`src/rtl/ipred_pkg.sv`:
```
package ipred_pkg;

  typedef enum logic [1:0] {
    PM_DC   = 2'd0,
    PM_VERT = 2'd1,
    PM_HORZ = 2'd2,
    PM_GRAD = 2'd3
  } pred_mode_e;

  typedef enum logic {
    SQ_IDLE = 1'b0,
    SQ_EMIT = 1'b1
  } seq_state_e;

endpackage

```
`src/rtl/ipred_seq.sv`:
```
module ipred_seq
  import ipred_pkg::*;
#(
  parameter int ROWS = 16
) (
  input  logic                      clk,
  input  logic                      rst_n,
  input  logic                      start_valid,
  output logic                      start_ready,
  output logic                      load_en,
  output logic                      row_valid,
  input  logic                      row_ready,
  output logic [$clog2(ROWS)-1:0]   row_idx,
  output logic                      done
);

  localparam int IDX_W = $clog2(ROWS);
  localparam logic [IDX_W-1:0] LAST = IDX_W'(ROWS - 1);

  seq_state_e       state_q, state_d;
  logic [IDX_W-1:0] cnt_q, cnt_d;
  logic             cnt_en;
  logic             done_q, done_d;

  assign start_ready = (state_q == SQ_IDLE);
  assign row_valid   = (state_q == SQ_EMIT);
  assign load_en     = start_valid && start_ready;
  assign row_idx     = cnt_q;
  assign done        = done_q;

  always_comb begin
    state_d = state_q;
    cnt_d   = cnt_q;
    cnt_en  = 1'b0;
    done_d  = 1'b0;
    unique case (state_q)
      SQ_IDLE: begin
        if (start_valid) begin
          state_d = SQ_EMIT;
          cnt_d   = '0;
          cnt_en  = 1'b1;
        end
      end
      SQ_EMIT: begin
        if (row_ready) begin
          if (cnt_q == LAST) begin
            state_d = SQ_IDLE;
            done_d  = 1'b1;
          end else begin
            cnt_d  = cnt_q + 1'b1;
            cnt_en = 1'b1;
          end
        end
      end
      default: state_d = SQ_IDLE;
    endcase
  end

  always_ff @(posedge clk or negedge rst_n) begin
    if (!rst_n) begin
      state_q <= SQ_IDLE;
      done_q  <= 1'b0;
    end else begin
      state_q <= state_d;
      done_q  <= done_d;
    end
  end

  always_ff @(posedge clk or negedge rst_n) begin
    if (!rst_n) begin
      cnt_q <= '0;
    end else if (cnt_en) begin
      cnt_q <= cnt_d;
    end
  end

  // an accepted job presents row 0 on the next cycle
  p_accept_row0_r2: assert property (@(posedge clk) disable iff (!rst_n)
    start_valid && start_ready |=> row_valid && (row_idx == '0));

  // a taken row that is not the last advances the index by one
  p_idx_step_r2: assert property (@(posedge clk) disable iff (!rst_n)
    row_valid && row_ready && (row_idx != LAST)
      |=> row_valid && (row_idx == IDX_W'($past(row_idx) + 1'b1)));

  // taking the last row ends the job with a completion pulse
  p_last_done_r3: assert property (@(posedge clk) disable iff (!rst_n)
    row_valid && row_ready && (row_idx == LAST)
      |=> done && !row_valid && start_ready);

  // the completion flag lasts a single cycle
  p_done_pulse_r3: assert property (@(posedge clk) disable iff (!rst_n)
    done |=> !done);

endmodule

```
`src/rtl/ipred_dc.sv`:
```
module ipred_dc #(
  parameter int N     = 16,
  parameter int PIX_W = 8
) (
  input  logic [N*PIX_W-1:0] above,
  input  logic [N*PIX_W-1:0] left,
  input  logic               above_ok,
  input  logic               left_ok,
  output logic [PIX_W-1:0]   dc
);

  localparam int LOG2N = $clog2(N);
  localparam int SUM_W = PIX_W + LOG2N + 1;

  logic [SUM_W-1:0] sum_a, sum_l, sum_b;

  always_comb begin
    sum_a = '0;
    sum_l = '0;
    for (int i = 0; i < N; i++) begin
      sum_a = sum_a + SUM_W'(above[i*PIX_W +: PIX_W]);
      sum_l = sum_l + SUM_W'(left[i*PIX_W +: PIX_W]);
    end
    sum_b = sum_a + sum_l;
  end

  always_comb begin
    unique case ({above_ok, left_ok})
      2'b11:   dc = PIX_W'((sum_b + SUM_W'(N)) >> (LOG2N + 1));
      2'b10:   dc = PIX_W'((sum_a + SUM_W'(N / 2)) >> LOG2N);
      2'b01:   dc = PIX_W'((sum_l + SUM_W'(N / 2)) >> LOG2N);
      default: dc = PIX_W'(1 << (PIX_W - 1));
    endcase
  end

endmodule

```
`src/rtl/ipred_row.sv`:
```
module ipred_row
  import ipred_pkg::*;
#(
  parameter int N     = 16,
  parameter int PIX_W = 8
) (
  input  pred_mode_e            mode,
  input  logic [N*PIX_W-1:0]    above,
  input  logic [N*PIX_W-1:0]    left,
  input  logic [PIX_W-1:0]      corner,
  input  logic [PIX_W-1:0]      dc,
  input  logic [$clog2(N)-1:0]  row_idx,
  output logic [N*PIX_W-1:0]    row
);

  localparam int TW = PIX_W + 3;
  localparam logic signed [TW-1:0] PMAX = TW'((1 << PIX_W) - 1);

  logic [PIX_W-1:0]        left_pix;
  logic signed [TW-1:0]    grad;

  assign left_pix = left[row_idx*PIX_W +: PIX_W];
  assign grad     = $signed({3'b000, left_pix}) - $signed({3'b000, corner});

  for (genvar c = 0; c < N; c++) begin : g_col
    logic [PIX_W-1:0]     up_pix;
    logic signed [TW-1:0] tm;
    logic [PIX_W-1:0]     tm_clip;

    assign up_pix = above[c*PIX_W +: PIX_W];
    assign tm     = grad + $signed({3'b000, up_pix});

    always_comb begin
      if (tm < 0)         tm_clip = '0;
      else if (tm > PMAX) tm_clip = '1;
      else                tm_clip = tm[PIX_W-1:0];
    end

    always_comb begin
      unique case (mode)
        PM_VERT: row[c*PIX_W +: PIX_W] = up_pix;
        PM_HORZ: row[c*PIX_W +: PIX_W] = left_pix;
        PM_GRAD: row[c*PIX_W +: PIX_W] = tm_clip;
        default: row[c*PIX_W +: PIX_W] = dc;
      endcase
    end
  end

endmodule

```
`src/rtl/ipred_gen16.sv`:
```
module ipred_gen16
  import ipred_pkg::*;
#(
  parameter int N     = 16,
  parameter int PIX_W = 8
) (
  input  logic                  clk,
  input  logic                  rst_n,
  input  logic                  start_valid,
  output logic                  start_ready,
  input  logic [1:0]            mode,
  input  logic                  above_avail,
  input  logic                  left_avail,
  input  logic [N*PIX_W-1:0]    above_row,
  input  logic [N*PIX_W-1:0]    left_col,
  input  logic [PIX_W-1:0]      corner,
  output logic                  row_valid,
  input  logic                  row_ready,
  output logic [N*PIX_W-1:0]    row_data,
  output logic [$clog2(N)-1:0]  row_index,
  output logic                  done
);

  localparam int IDX_W = $clog2(N);

  logic               load_en;
  pred_mode_e         mode_q;
  logic               aok_q, lok_q;
  logic [N*PIX_W-1:0] above_q, left_q;
  logic [PIX_W-1:0]   corner_q;
  logic [PIX_W-1:0]   dc_val;
  logic [IDX_W-1:0]   idx;

  ipred_seq #(.ROWS(N)) u_seq (
    .clk         (clk),
    .rst_n       (rst_n),
    .start_valid (start_valid),
    .start_ready (start_ready),
    .load_en     (load_en),
    .row_valid   (row_valid),
    .row_ready   (row_ready),
    .row_idx     (idx),
    .done        (done)
  );

  always_ff @(posedge clk or negedge rst_n) begin
    if (!rst_n) begin
      mode_q   <= PM_DC;
      aok_q    <= 1'b0;
      lok_q    <= 1'b0;
      above_q  <= '0;
      left_q   <= '0;
      corner_q <= '0;
    end else if (load_en) begin
      mode_q   <= pred_mode_e'(mode);
      aok_q    <= above_avail;
      lok_q    <= left_avail;
      above_q  <= above_row;
      left_q   <= left_col;
      corner_q <= corner;
    end
  end

  ipred_dc #(.N(N), .PIX_W(PIX_W)) u_dc (
    .above    (above_q),
    .left     (left_q),
    .above_ok (aok_q),
    .left_ok  (lok_q),
    .dc       (dc_val)
  );

  ipred_row #(.N(N), .PIX_W(PIX_W)) u_row (
    .mode    (mode_q),
    .above   (above_q),
    .left    (left_q),
    .corner  (corner_q),
    .dc      (dc_val),
    .row_idx (idx),
    .row     (row_data)
  );

  assign row_index = idx;

  // a stalled row keeps its index and pixels
  p_stall_hold_r2: assert property (@(posedge clk) disable iff (!rst_n)
    row_valid && !row_ready
      |=> row_valid && $stable(row_index) && $stable(row_data));

  // no job is offered to the consumer while the block is idle
  p_idle_quiet_r1: assert property (@(posedge clk) disable iff (!rst_n)
    start_ready |-> !row_valid);

endmodule

```
`config.mk`:
```
export PLATFORM = sky130hd
export DESIGN_NAME = ipred_gen16
export DESIGN_NICKNAME = d
export VERILOG_FILES = /design/src/rtl/ipred_pkg.sv /design/src/rtl/ipred_seq.sv /design/src/rtl/ipred_dc.sv /design/src/rtl/ipred_row.sv /design/src/rtl/ipred_gen16.sv
export SDC_FILE = /design/constraint.sdc
export NUM_CORES = 1
export LEC_CHECK = 0
export BUFFER_PORTS_ARGS = -buffer_cell sky130_fd_sc_hd__clkbuf_2
export CORE_ASPECT_RATIO = 1.75
export CORE_UTILIZATION = 40
export CTS_CLUSTER_DIAMETER = 30
export CTS_CLUSTER_SIZE = 28
export DETAILED_ROUTE_END_ITERATION = 16
export PLACE_DENSITY = 0.6
export RECOVER_POWER = 50
export SLEW_MARGIN = 10
export SYNTH_ARGS = -nofsm -noshare
export SYNTH_HDL_FRONTEND = slang
export SYNTH_HIERARCHICAL = 1
export SYNTH_SLANG_ARGS = --single-unit
export TNS_END_PERCENT = 20
```
`constraint.sdc`:
```
create_clock -name clk -period 11.3 [get_ports clk]
set_input_delay 2.26 -clock clk [delete_from_list [all_inputs] [get_ports clk]]
set_output_delay 2.26 -clock clk [all_outputs]
set_load 0.01 [all_outputs]
```
==> impl_metrics.py, run 1 <==
metrics = {
    "critical_path": {
        "critical-path-max-stage-delay_ps": 610,
        "arrival_ps": 8690,
        "setup.worst_path.class": "reg2out",
        "critPathCaptureType": "output port",
        "cp_num_buf_inv": 6,
        "timing.critical_path.max_delay_family": "adder cells",
        "timing.critical_path.mode_cell": "fa_1",
        "startpoint_type": "flip-flop",
        "timing.critical_path.fanout_max": 4,
        "start_of_the_worst_register_to_register_path": "u_seq/row_valid$_DFF_PN0_",
        "critical_path.reg2reg.endpoint": "above_q[126]$_DFFE_PN0P_",
        "worst_path_max_delay_cell": "fa_1",
        "timing.reg2reg.worst_path_depth": 4,
        "required_ps": 9040,
        "worst-r2r-setup-slack_ps": 5260,
    },
    "synthesis": {
        "synth-edff-count": 0,
        "largest_cells_by_area_after_synthesis": "dfrtp_1 (24%), fa_1 (16%), mux2_4 (11%)",
        "share_of_synthesized_registers_carrying_an_async_set_or_reset": 1.00,
        "synth.largest_area_cell": "dfrtp_1",
        "yosys_warnings": 6,
        "ys_ff_latch": 274,
        "distinct_cell_type_count_of_the_synthesized_netlist": 84,
        "seq_total_area_yosys": 0.243,
        "syn_avg_cell_area_um2": 10.7,
        "syn-instance-count": 2640,
        "yosysTopAreaCellShare": 0.243,
        "syn_area_um2": 28200,
        "dominantRegCellSynth": "dfrtp_1",
        "synth_nets": 3374,
    },
    "clock_network": {
        "cts_root_buf": "clkbuf_16",
        "numClockSinks": 274,
        "clk_path_buf_depth": 3,
        "htree_levels": 3,
        "post_cts_hold_buffer_count": 0,
        "worst_setup_hold_path_clk_slew_ps": 50,
        "tritoncts.num_buffers": 70,
        "clock_insertion_delay_worst_skew_ps": 600,
        "tritoncts_clock_tree": "done",
    },
    "min_path": {
        "hold_depth": 1,
        "min-delay-path-class": "reg2reg",
        "hold_crit_endpoint": "corner_q[3]$_DFFE_PN0P_",
        "startpoint_of_the_worst_hold_path": "corner_q[3]$_DFFE_PN0P_",
    },
    "timing": {
        "setup-violations-final": 0,
        "post_route_skew_ps": 13.9,
        "final-max-slew-violation-count": 483,
        "relSlewSlack": -2.37,
        "final.period_utilization": 0.969,
        "layout_min_cycle_time_ps": 10950,
        "final_hold_violations": 0,
        "worst-slew-pin-transition_ps": 5060,
        "finalHoldWorstSlack_ps": 504,
        "fmaxAchievable_ghz": 0.0913,
    },
    "floorplanning": {
        "floorplan.initialDensity": 0.405,
        "x_dimension_of_the_die_um": 203,
        "design.die.area_um2": 71700,
        "rows": 128,
        "num_io_pins": 407,
        "die_height_um": 353,
        "core_region_area_um2": 69700,
    },
    "layout": {
        "filler_cell_count": 6610,
        "nNetsFinal": 3806,
        "drive_above_1_share": 0.260,
        "area_growth_syn_to_layout_pct": 18.1,
        "commonest_cells_after_routing_fill_and_taps_aside": "clkbuf_2 (401), inv_1 (345), dfrtp_1 (268), ha_1 (237), fa_1 (221)",
        "antenna_cells": 0,
        "layout_commonest_cell": "clkbuf_2",
    },
    "grt": {
        "maximum_number_of_pins_on_one_net_before_global_route_repair": 131,
        "globalRoute.totalOverflow": 0,
        "global_route.usage.total": 0.289,
        "grt_pass1_wl_um": 154000,
        "number_of_global_route_vias_before_repair": 24700,
        "antenna_found_initial": 7,
    },
    "route": {
        "wire_per_inst_um": 25.4,
        "detail_route.vias_per_cell": 5.65,
        "detailedRoute.firstIterationViolations": 1391,
        "drt_first_pass_iters": 6,
        "postRouteAntennaNets": 0,
        "dr_total_vias": 22800,
        "route.final.wire_length_um": 102000,
        "post-route-drc-count": 0,
    },
    "placement": {
        "dp_hpwl_um": 80500,
        "port-buffer-count": 406,
        "gp_routability_congestion": 1.00,
    },
    "outcome": {
        "failed_checks": "capacitance limit, slew limit",
        "status": "finished with violations",
    },
    "flow_run": {
        "drv.max_cap_violation_count": 6,
    },
}
routing by layer:
| metal | GRT usage | routed length [um] | vias up |
|---|---|---|---|
| li1 | - | - | 10200 |
| met1 | 0.304 | 35100 | 11300 |
| met2 | 0.517 | 52800 | 996 |
| met3 | 0.0621 | 7170 | 323 |
| met4 | 0.188 | 7190 | 14 |
| met5 | 0 | 85 | - |
cell type report:
cell class | count | area, um2 | area share
Tap cell | 910 | 1140 | 0.0342
Sequential cell | 274 | 6860 | 0.206
Timing Repair Buffer | 445 | 2330 | 0.0698
Multi-Input combinational cell | 1933 | 19300 | 0.578
Clock inverter | 48 | 534 | 0.0160
Clock buffer | 79 | 1890 | 0.0566
Inverter | 348 | 1310 | 0.0392
state kept, by name (all words and copies together), names as in the netlist, 2 cells and up:
| name | count |
|---|---|
| above_q | 128 |
| left_q | 128 |
| corner_q | 8 |
| u_seq/row_idx | 4 |
| mode_q | 2 |
Yosys cell counts, types with 18 or more instances:
library cell,n
mux2_2,70
a211oi_1,24
a221o_1,18
dfrtp_1,274
o2111ai_1,29
mux4_2,33
o211ai_1,50
o21a_1,26
xnor2_1,76
nor2_1,92
ha_1,241
nor3_1,42
buf_2,23
mux2_4,202
fa_1,221
nand2_1,162
nand2b_1,33
o21ai_0,70
a31oi_1,30
xor2_1,46
nand3_1,68
inv_1,345
a21oi_1,92
clkbuf_1,26
a21o_1,53
buf_6,29
mux2i_1,29
nand4_1,26
or3_1,20
cells by family after synthesis:
family / synth area share
compound gates: 0.122
xor+xnor: 0.0392
fa+ha+maj: 0.264
buf+inv: 0.0673
flops: 0.243
mux: 0.174
simple gates: 0.0909
worst max path at each step:
stage,from,to,slack (ps),depth (start not counted)
2_1_floorplan,left_q[2]$_DFFE_PN0P_,row_data[79],1550,35
3_3_place_gp,left_q[2]$_DFFE_PN0P_,row_data[15],730,33
3_5_place_dp,left_q[2]$_DFFE_PN0P_,row_data[15],590,33
4_1_cts,above_q[74]$_DFFE_PN0P_,row_data[15],4,27
5_1_grt,left_q[18]$_DFFE_PN0P_,row_data[119],-10,32
6_report,above_q[74]$_DFFE_PN0P_,row_data[119],350,27
worst register-to-register path: stages (launching register included):
cell,delay [ps]
dfrtp_1,530
nor2_4,150
clkbuf_1,1480
clkbuf_2,2970
mux2_2,820
repair_timing:
item,4_1_cts,5_1_grt
endpoints found under the hold margin,0,0
gates cloned,0,0
buffers inserted,0,4
setup endpoints to repair,14,51
pin swaps,0,21
gates resized for setup,2,27
through the flow:
step,std cells,util,setup TNS [ps],setup slack [ps],instance area [um2]
4_1_cts,4033,0.483,0,4.13,33700
6_report,4037,0.478,0,350,33300
2_1_floorplan,2640,-,0,1550,28200
3_5_place_dp,3906,0.448,0,587,31200
3_3_place_gp,3906,0.448,0,727,31200
5_1_grt,4037,0.478,-34.9,-14.5,33300
Power of run 1 is left out: the tool's default activity adds up to more than one toggle a clock period on the data nets, which glitch-free logic cannot reach.
==> run 2: changes to the inputs <==
Clock period 11.3 ns to 13.95 ns, I/O delays scaled along.
==> run 2 against run 1 <==
Compared with the run above: the flow still finishes with violations (capacitance limit, slew limit); die area unchanged; hold slack better by 5.3 ps; sequential cell count stayed put; largest cell class unchanged.
==> impl_metrics.py, run 2 (synthesized netlist as in run 1, its figures left out) <==
metrics = {
    "critical_path": {
        "required_ps": 11160,
        "worst_path_max_delay_cell": "fa_1",
        "timing.critical_path.mode_cell": "fa_1",
        "arrival_ps": 9590,
        "critical_path.reg2reg.endpoint": "above_q[118]$_DFFE_PN0P_",
        "start_of_the_worst_register_to_register_path": "u_seq/row_valid$_DFF_PN0_",
        "timing.critical_path.fanout_max": 12,
        "timing.reg2reg.worst_path_depth": 3,
        "setup.worst_path.class": "reg2out",
        "worst-r2r-setup-slack_ps": 4750,
        "startpoint_type": "flip-flop",
        "critPathCaptureType": "output port",
        "critical-path-max-stage-delay_ps": 710,
    },
    "floorplanning": {
        "rows": 128,
        "die_height_um": 353,
        "num_io_pins": 407,
        "floorplan.initialDensity": 0.405,
        "design.die.area_um2": 71700,
        "x_dimension_of_the_die_um": 203,
        "core_region_area_um2": 69700,
    },
    "flow_run": {
        "drv.max_cap_violation_count": 6,
    },
    "clock_network": {
        "postCtsResizedCells": 0,
        "cts_root_buf": "clkbuf_16",
        "tritoncts.num_buffers": 60,
        "clock_insertion_delay_worst_skew_ps": 650,
        "numClockSinks": 274,
        "worst_setup_hold_path_clk_slew_ps": 50,
        "clk_path_buf_depth": 3,
        "tritoncts_clock_tree": "done",
        "htree_levels": 2,
        "post_cts_hold_buffer_count": 0,
        "cts.repair_timing.setup_buffer_count": 0,
    },
    "timing": {
        "final-max-slew-violation-count": 417,
        "fmaxAchievable_ghz": 0.0807,
        "final.period_utilization": 0.888,
        "post_route_skew_ps": 32.3,
        "final_hold_violations": 0,
        "worst-slew-pin-transition_ps": 8670,
        "grt_setup_unrepaired": "no",
        "relSlewSlack": -4.78,
        "layout_min_cycle_time_ps": 12380,
        "setup-violations-final": 0,
        "setup-tns-final_ps": 0,
    },
    "min_path": {
        "hold_crit_endpoint": "corner_q[3]$_DFFE_PN0P_",
        "min-delay-path-class": "reg2reg",
        "startpoint_of_the_worst_hold_path": "corner_q[3]$_DFFE_PN0P_",
        "hold_depth": 1,
    },
    "outcome": {
        "failed_checks": "capacitance limit, slew limit",
        "status": "finished with violations",
    },
    "placement": {
        "port-buffer-count": 406,
        "dp_hpwl_um": 80000,
        "gp_routability_congestion": 0.957,
    },
    "grt": {
        "globalRoute.totalOverflow": 0,
        "grt_pass1_wl_um": 153000,
        "antenna_found_initial": 10,
        "number_of_global_route_vias_before_repair": 24300,
        "global_route.usage.total": 0.287,
        "maximum_number_of_pins_on_one_net_before_global_route_repair": 113,
    },
    "layout": {
        "filler_cell_count": 6595,
        "reg_top3": "above_q (128), left_q (128), corner_q (8)",
        "commonest_cells_after_routing_fill_and_taps_aside": "clkbuf_2 (400), inv_1 (345), dfrtp_1 (273), ha_1 (241), fa_1 (221)",
        "drive_above_1_share": 0.273,
        "nNetsFinal": 3788,
        "area_growth_syn_to_layout_pct": 17.1,
        "layout_commonest_cell": "clkbuf_2",
        "antenna_cells": 0,
    },
    "route": {
        "drt_first_pass_iters": 7,
        "detailedRoute.firstIterationViolations": 1304,
        "dr_total_vias": 22500,
        "postRouteAntennaNets": 0,
        "route.final.wire_length_um": 102000,
        "wire_per_inst_um": 25.4,
        "detail_route.vias_per_cell": 5.61,
        "post-route-drc-count": 0,
    },
}
==> run 2: cell types whose count changed in the layout (fill, tap and decap cells not counted), sizes merged <==
cell,before,now
buf,34,26
clkbuf,490,476
clkinv,21,14
inv,358,365
==> run 2: final cells by class <==
type / count / area [um2] / area share
Tap cell: 910 / 1140 / 0.0344
Inverter: 348 / 1310 / 0.0395
Clock inverter: 48 / 574 / 0.0174
Clock buffer: 65 / 1530 / 0.0463
Sequential cell: 274 / 6860 / 0.207
Timing Repair Buffer: 437 / 2240 / 0.0677
Multi-Input combinational cell: 1933 / 19400 / 0.587
==> run 2: how the worst max path moves through the flow <==
stage / startpoint / to / slack, ps / depth (start not counted)
2_1_floorplan: left_q[2]$_DFFE_PN0P_ / row_data[79] / 3670 / 35
3_3_place_gp: left_q[2]$_DFFE_PN0P_ / row_data[15] / 2450 / 34
3_5_place_dp: left_q[2]$_DFFE_PN0P_ / row_data[119] / 2340 / 36
4_1_cts: above_q[74]$_DFFE_PN0P_ / row_data[119] / 1620 / 28
5_1_grt: left_q[2]$_DFFE_PN0P_ / row_data[119] / 1090 / 36
6_report: above_q[74]$_DFFE_PN0P_ / row_data[119] / 1570 / 28
==> run 2: metal layers <==
metal | vias up | global-route usage | part of all wire
met3 | 303 | 0.0572 | 0.066
met4 | 18 | 0.158 | 0.063
met5 | - | 0 | 0.0011
met2 | 925 | 0.517 | 0.52
met1 | 11100 | 0.311 | 0.35
li1 | 10100 | - | -
==> run 2: stage by stage <==
stage               cell area [um2]  hold slack, ps  utilization  instances  worst slack, ps
floorplan                     28200             481            -       2640             3670
global placement              31200             495        0.447       3902             2450
detailed placement            31200             499        0.447       3902             2340
CTS                           33300             511        0.478       4015             1620
global route                  33100             530        0.474       4015             1090
finish                        33100             509        0.474       4015             1570
==> run 2: worst max-delay path: cells and delay by family (launching register included) <==
family	cells	cell delay, ps
adder cells (fa/ha/maj)	9	4420
AO/OA/AOI/OAI	7	2230
buffers and inverters	7	950
flip-flops	1	420
XOR/XNOR	2	390
AND/OR/NAND/NOR	2	360
multiplexers	1	140
Power of run 2 is left out for the same reason.
